### src/rtl/blr_pkg.sv
package blr_pkg;

  // Which of the two storage banks is currently filling from the stream.
  typedef enum logic {
    BANK_A = 1'b0,
    BANK_B = 1'b1
  } bank_e;

  // Defaults used by the top level.
  localparam int unsigned BLR_DATA_W    = 24;
  localparam int unsigned BLR_FRAME_LEN = 8;

endpackage

### src/rtl/blr_index_ctrl.sv
module blr_index_ctrl
  import blr_pkg::*;
#(
  parameter int unsigned FRAME_LEN = BLR_FRAME_LEN,
  localparam int unsigned IDXW     = $clog2(FRAME_LEN)
) (
  input  logic            clk,
  input  logic            rst_n,
  input  logic            accept,
  output logic [IDXW-1:0] wr_addr,
  output logic            wr_bank,
  output logic            frame_done
);

  localparam logic [IDXW-1:0] LAST_IDX = IDXW'(FRAME_LEN - 1);

  logic [IDXW-1:0] idx_q;
  bank_e           bank_q;
  logic            done_q;
  logic            wrap;

  assign wrap = accept && (idx_q == LAST_IDX);

  always_ff @(posedge clk) begin
    if (!rst_n) begin
      idx_q  <= '0;
      bank_q <= BANK_A;
      done_q <= 1'b0;
    end else begin
      done_q <= wrap;
      if (accept) begin
        idx_q <= wrap ? '0 : idx_q + 1'b1;
      end
      if (wrap) begin
        bank_q <= (bank_q == BANK_A) ? BANK_B : BANK_A;
      end
    end
  end

  // The write address is the arrival counter with its bits mirrored.
  for (genvar b = 0; b < IDXW; b++) begin : g_rev
    assign wr_addr[b] = idx_q[IDXW-1-b];
  end

  assign wr_bank    = bank_q;
  assign frame_done = done_q;


  idle_holds_index_chk: assert property (@(posedge clk) disable iff (!rst_n)
    !accept |=> $stable(idx_q));


  strobe_single_cycle_chk: assert property (@(posedge clk) disable iff (!rst_n)
    done_q |=> !done_q);


  strobe_at_frame_start_chk: assert property (@(posedge clk) disable iff (!rst_n)
    done_q |-> (idx_q == '0) && (bank_q != $past(bank_q)));

endmodule

### src/rtl/blr_bank_store.sv
module blr_bank_store #(
  parameter int unsigned DATA_W    = 24,
  parameter int unsigned FRAME_LEN = 8,
  localparam int unsigned IDXW     = $clog2(FRAME_LEN),
  localparam int unsigned BUS_W    = DATA_W * FRAME_LEN
) (
  input  logic              clk,
  input  logic              rst_n,
  input  logic              we,
  input  logic              wr_bank,
  input  logic [IDXW-1:0]   wr_addr,
  input  logic [DATA_W-1:0] din,
  output logic [BUS_W-1:0]  dout
);

  logic [DATA_W-1:0] mem [2][FRAME_LEN];
  logic              rd_bank;

  assign rd_bank = ~wr_bank;

  for (genvar bk = 0; bk < 2; bk++) begin : g_bank
    for (genvar s = 0; s < FRAME_LEN; s++) begin : g_slot
      always_ff @(posedge clk) begin
        if (!rst_n) begin
          mem[bk][s] <= '0;
        end else if (we && (wr_bank == 1'(bk)) && (wr_addr == IDXW'(s))) begin
          mem[bk][s] <= din;
        end
      end
    end
  end

  for (genvar s = 0; s < FRAME_LEN; s++) begin : g_out
    assign dout[s*DATA_W +: DATA_W] = mem[rd_bank][s];
  end


  held_bank_stable_chk: assert property (@(posedge clk) disable iff (!rst_n)
    $stable(rd_bank) |-> $stable(dout));

endmodule

### src/rtl/bitrev_frame_loader.sv
module bitrev_frame_loader
  import blr_pkg::*;
#(
  parameter int unsigned DATA_W    = BLR_DATA_W,
  parameter int unsigned FRAME_LEN = BLR_FRAME_LEN,
  localparam int unsigned IDXW     = $clog2(FRAME_LEN),
  localparam int unsigned BUS_W    = DATA_W * FRAME_LEN
) (
  input  logic              clk,
  input  logic              rst_n,
  input  logic              in_valid,
  output logic              in_ready,
  input  logic [DATA_W-1:0] in_re,
  input  logic [DATA_W-1:0] in_im,
  output logic              frame_valid,
  output logic [BUS_W-1:0]  out_re,
  output logic [BUS_W-1:0]  out_im
);

  logic            ready_q;
  logic            accept;
  logic [IDXW-1:0] wr_addr;
  logic            wr_bank;

  always_ff @(posedge clk) begin
    if (!rst_n) ready_q <= 1'b0;
    else        ready_q <= 1'b1;
  end

  assign in_ready = ready_q;
  assign accept   = in_valid && ready_q;

  blr_index_ctrl #(
    .FRAME_LEN (FRAME_LEN)
  ) u_ctrl (
    .clk        (clk),
    .rst_n      (rst_n),
    .accept     (accept),
    .wr_addr    (wr_addr),
    .wr_bank    (wr_bank),
    .frame_done (frame_valid)
  );

  // The real and imaginary parts use identical storage paths.
  for (genvar p = 0; p < 2; p++) begin : g_part
    logic [DATA_W-1:0] part_in;
    logic [BUS_W-1:0]  part_out;

    assign part_in = (p == 0) ? in_re : in_im;

    blr_bank_store #(
      .DATA_W    (DATA_W),
      .FRAME_LEN (FRAME_LEN)
    ) u_store (
      .clk     (clk),
      .rst_n   (rst_n),
      .we      (accept),
      .wr_bank (wr_bank),
      .wr_addr (wr_addr),
      .din     (part_in),
      .dout    (part_out)
    );
  end

  assign out_re = g_part[0].part_out;
  assign out_im = g_part[1].part_out;


  ready_sticks_chk: assert property (@(posedge clk) disable iff (!rst_n)
    in_ready |=> in_ready);


  no_strobe_without_input_chk: assert property (@(posedge clk) disable iff (!rst_n)
    !accept |=> !frame_valid);


  outputs_quiet_between_strobes_chk: assert property (@(posedge clk) disable iff (!rst_n)
    !frame_valid |-> $stable(out_re) && $stable(out_im));

endmodule

### config.mk
export PLATFORM = sky130hd
export DESIGN_NAME = bitrev_frame_loader
export DESIGN_NICKNAME = d
export VERILOG_FILES = /design/src/rtl/blr_pkg.sv /design/src/rtl/blr_index_ctrl.sv /design/src/rtl/blr_bank_store.sv /design/src/rtl/bitrev_frame_loader.sv
export SDC_FILE = /design/constraint.sdc
export NUM_CORES = 1
export LEC_CHECK = 0
export BUFFER_PORTS_ARGS = -buffer_cell sky130_fd_sc_hd__clkbuf_2
export CAP_MARGIN = 10
export CORE_AREA = 4 4 238 240
export DETAILED_ROUTE_END_ITERATION = 12
export DIE_AREA = 0 0 242 244
export HOLD_SLACK_MARGIN = 0.15
export MAX_ROUTING_LAYER = met4
export PLACE_DENSITY = 0.9
export SYNTH_ARGS = -nofsm -noshare
export SYNTH_HDL_FRONTEND = slang
export SYNTH_HIERARCHICAL = 1
export SYNTH_SLANG_ARGS = --single-unit
### constraint.sdc
create_clock -name clk -period 5.4 [get_ports clk]
set_input_delay 0.27 -clock clk [delete_from_list [all_inputs] [get_ports clk]]
set_output_delay 0.27 -clock clk [all_outputs]
set_load 0.05 [all_outputs]
# Word level (Yosys, flattened, before mapping)
# Memory sizes are Yosys's and may differ from the RTL's.
# Cells that the tools add are included.
# totals
regBits	6
latch_bits	0
mem_bits_rw	768
romBits	0
input_bits	51
wordCells	153
mem_count	2
# memory_table
memory	depth	width	read_ports	rd_clocked_by_memory_dff	wr	line	text
g_part[0].u_store.mem	2	192	1	0	2	blr_bank_store.sv:16	logic [DATA_W-1:0] mem [2][FRAME_LEN];
g_part[1].u_store.mem	2	192	1	0	2	blr_bank_store.sv:16	
# op_classes
n_addsub	1
multipliers	0
div	0
order_cmp	0
eq_ne	8
shifts	0
muxes	84
bitwise_logic	33
reduce_logical	21
# ops
op	count
24-bit 2-to-1 mux	32
1-bit 2-to-1 mux	51
1-bit OR	32
1-bit logical AND	20
3-bit == test (second input constant)	5
3-bit by 2-bit == test with 1-bit output (second input constant)	2
3-bit by 1-bit adder with 3-bit output (second input constant)	1
3-bit by 1-bit == test with 1-bit output (second input constant)	1
3-bit zero test	1
3-bit 2-to-1 mux	1
1-bit inverter	1

# Logic depth before layout (Yosys ltp)
# logic_depth
depth_word	7
depth_mapped	6
mapped_depth_nobuf	4

# Modules after synthesis
# Netlist, hierarchy kept.
# modules_own_cells
mod	n_inst	cells_each	area_per_inst_um2	seq_area_each_um2
blr_bank_store	2	1146	16669.7	11531.1
blr_index_ctrl	1	20	219.0	100.1
bitrev_frame_loader	1	2	26.3	20.0

# Least setup slack after synthesis
# Ideal clock, no wire load.
# synth_path
path_kind	register to register
startpoint	register ready_q, in the netlist in_ready
endpoint	memory g_part[0].u_store/mem[1][72] (netlist name), enable pin
setup_time_ns	0.438
t_arrival_ns	3.482
required_ns	4.962
path_slack_ns	1.479
path_stages_with_launch	6
synth_period_minus_slack_ns	3.921
cell_sequence	dfxtp_1 -> and2_1 -> or3b_1 -> buf_2 -> clkbuf_1 -> o21ai_0
# synth_lines
element	line	text
start, declared	bitrev_frame_loader.sv:20	logic ready_q;
start signal, assigned	bitrev_frame_loader.sv:26	if (!rst_n) ready_q <= 1'b0;
start signal, assigned	bitrev_frame_loader.sv:27	else ready_q <= 1'b1;
end, declared	blr_bank_store.sv:16	

# Worst setup path after layout
# layout_path
startpoint	register u_ctrl.bank_q, in the netlist u_ctrl/wr_bank
endpoint	output out_im[141]
# layout_between
elab_chain_cells	2
# layout_lines
element	line	text
start, declared	blr_index_ctrl.sv:18	bank_e bank_q;
start signal, assigned	blr_index_ctrl.sv:35	bank_q <= (bank_q == BANK_A) ? BANK_B : BANK_A;
1-bit inverter	blr_bank_store.sv:19	assign rd_bank = ~wr_bank;
memory 2 x 192 bit	n/a	
end, declared	bitrev_frame_loader.sv:17	output logic [BUS_W-1:0] out_im
# Every way passes these cells.

==> impl_metrics.yaml <==
power:
  p_switching_mw: 3.299
  power.total_mw: 13.54
  p_sw_share_pct: 24.36
  leakage_nw: 13.69
  pwr-share-comb_pct: 8.2
  power.density_nw_per_um2: 348.9
  ir_drop_v: 0.0002842
  pwr-share-clk_pct: 41.0
  pwr-share-seq_pct: 50.8
  cell_internal_pwr_mw: 10.24
finish:
  fin_nets: 2666
  synthToLayoutAreaGrowth_pct: 15.58
  ff_latch_area_sq_um: 23190
  layout-drive-gt1-share_pct: 41.50
  multiInputGateArea_sq_um: 9216
  num_antenna_cells: 0
  fin_util_pct: 71.01
  final.fill_count: 3194
setup_path:
  cpMostUsedCell: "buf_4"
  crit_chain: "buf_4, buf_4, mux2_2, clkbuf_2"
  critPathMaxFanout: 76
  crit_buf_inv: 3
  cp_top_family: "buffers and inverters"
  crit_required_ps: 5130
  timing.critical_path.slowest_cell_delay_ps: 1080
  slowest_stage: "dfxtp_4"
  worstPathArrival_ps: 3670
  worst_setup_path_start_kind: "register"
  path_class: "register to output port"
  worstSetupEndpointType: "output port"
place:
  gp_congestion: 0.9329
  place_ws_ps: 1893
  post-dp-hpwl_microns: 58520
  portBuffers: 436
yosys:
  syn_avg_cell_area_sq_um: 14.51
  yosysUniqueCellTypes: 26
  yosysSeqAreaShare_pct: 69.03
  synth_area_leaders: "edfxtp_1, mux2_2, nor3_1"
  yosys_register_bits: 774
  synth_top_area_cell: "edfxtp_1"
  synthCells: 2314
  synth_top_cell_area_share_pct: 68.67
  synth_commonest_cells: "edfxtp_1, nor3_1, mux2_2"
  synth_edf_count: 768
  ys.flop_type: "edfxtp_1"
  yosysMostFrequentCell: "edfxtp_1"
  yosysWarnings: 6
  async_flop_share_pct: 0
  synth.net_count: 2367
  netlist_area_sq_um: 33580
route:
  wl_microns: 99130
  viasPerCell: 6.776
  drc_errors: 0
  dr_total_vias: 22900
  ant_nets: 0
  drtPass1Iterations: 6
  routedWlPerCell_microns: 29.34
  initialDrtViolationCount: 3311
sta:
  slew_violations: 0
  tns_ps: 0
  hold_viol_final: 0
  relSlewSlack_pct: 15.58
  fin_ws_ps: 1463
  skew_ps: 22.45
  setup_viol: 0
  rsz0062_at_grt: "no"
  fin_worst_hold_slack_ps: 305.0
  finalCritPeriodShare_pct: 72.91
  tightest_slew_ps: 1266
  fmax_ghz: 0.2540
  finalCriticalPeriod_ps: 3937
clock_network:
  cts_buffers: 77
  holdBufCountCts: 0
  postCtsResizedCells: 0
  cts_tree: "yes"
  htreeDepth: 3
  root_buffer: "clkbuf_16"
  cts.clk_slew.worst_paths_ps: 60
  clk_latency_ps: 620
  cts.sinks: 774
  post_cts.repair.setup_buffers: 0
  cts_buffer_depth: 3
grt:
  grt_max_degree: 101
  grt_pass1_vias: 22340
  antenna_found_initial: 1
  gr-total-overflow: 0
  grt_first_pass_wirelength_microns: 143700
  gr-usage-all-layers_pct: 33.42
floorplan:
  die_w_microns: 242
  die_h_microns: 244
  io_pins: 437
  start_util_pct: 61.44
  core_sq_um: 54660
  num_rows: 86
  fp.dieArea_sq_um: 59050
flow_run:
  maxCapViolCount: 0
run_status:
  status: "complete, no violations"
min_path:
  hold_class: "primary input to register"
-- final cells by class --
| type | instances | share of cell area (%) |
|---|---|---|
| flip-flops and latches | 774 | 59.73 |
| clock buffers | 99 | 5.367 |
| multi-input cells | 1224 | 23.74 |
| clock inverters | 42 | 1.373 |
| well taps | 704 | 2.269 |
| repair buffers | 488 | 7.053 |
| inverters | 48 | 0.4642 |
-- placed cells by master (no fill, tap or decap), types with 2 or more instances in the layout --
cell | netlist | routed
clkbuf_1 | 122 | 18
nand2b_1 | 5 | 5
or2_2 | 2 | 2
or3b_4 | 0 | 4
o21ai_2 | 0 | 29
nor3_1 | 688 | 688
dfxtp_1 | 6 | 5
nand2_1 | 5 | 5
nand3b_1 | 9 | 9
clkinv_1 | 0 | 10
mux2i_1 | 2 | 2
clkbuf_2 | 0 | 436
buf_8 | 0 | 8
clkbuf_16 | 0 | 80
clkinv_2 | 0 | 15
clkinvlp_4 | 0 | 2
buf_12 | 0 | 2
buf_4 | 2 | 38
edfxtp_1 | 768 | 768
o21ai_4 | 0 | 3
clkinv_16 | 0 | 2
ha_1 | 2 | 2
nor3_2 | 80 | 80
nand3_4 | 0 | 4
buf_16 | 0 | 4
inv_1 | 48 | 48
mux2_2 | 384 | 384
bufinv_16 | 0 | 10
nor2b_1 | 2 | 2
-- through the flow --
step                      cells  instance area (sq um)
after detailed placement   3225                  35930
after CTS                  3366                  38540
after global placement     3225                  35930
after global routing       3379                  38820
after floorplan            2314                  33580
final                      3379                  38820
-- worst paths after layout --
kind | from | end | slack [ps] | cells after the start
worst min-delay path | rst_n | in_ready | 310 | 2
worst max-delay path | u_ctrl/wr_bank | out_im[141] | 1460 | 4
worst max register to register | u_ctrl/wr_bank | g_part[0].u_store/mem[0][5] | 2020 | 4
worst min register to register | u_ctrl/idx_q[2] | u_ctrl/idx_q[2] | 730 | 2
-- metal layers --
metal,wire length [microns],global-route usage (%),up-vias
met1,32530,40.85,11100
met4,6829,19.79,0
met5,0,-,-
met2,45820,50.02,2008
met3,13950,9.737,410
li1,-,-,9378
-- cell families after synthesis --
group | count (synthesis) | share of synthesized area, %
simple gates | 803 | 13.33
flops | 774 | 69.03
mux | 386 | 12.93
buf+inv | 316 | 4.135
compound gates | 33 | 0.4992
fa+ha+maj | 2 | 0.07450
-- power by group through the flow --
stage / Combinational [mW] / Clock, mW / Sequential [mW]
2_1_floorplan: 0.742 / 0 / 6.98
3_3_place_gp: 1.04 / 0 / 6.98
3_5_place_dp: 1.06 / 0 / 7.00
4_1_cts: 1.07 / 5.57 / 6.88
5_1_grt: 1.14 / 5.82 / 6.89
6_report: 1.12 / 5.55 / 6.88
-- flip-flops by register name (all words and copies together) (netlist names) --
signal              count
in_ready                1
u_ctrl/idx_q            3
u_ctrl/frame_done       1
u_ctrl/wr_bank          1
g_part.u_store/mem    768
Note: power is estimated with default switching activity, not from simulation.
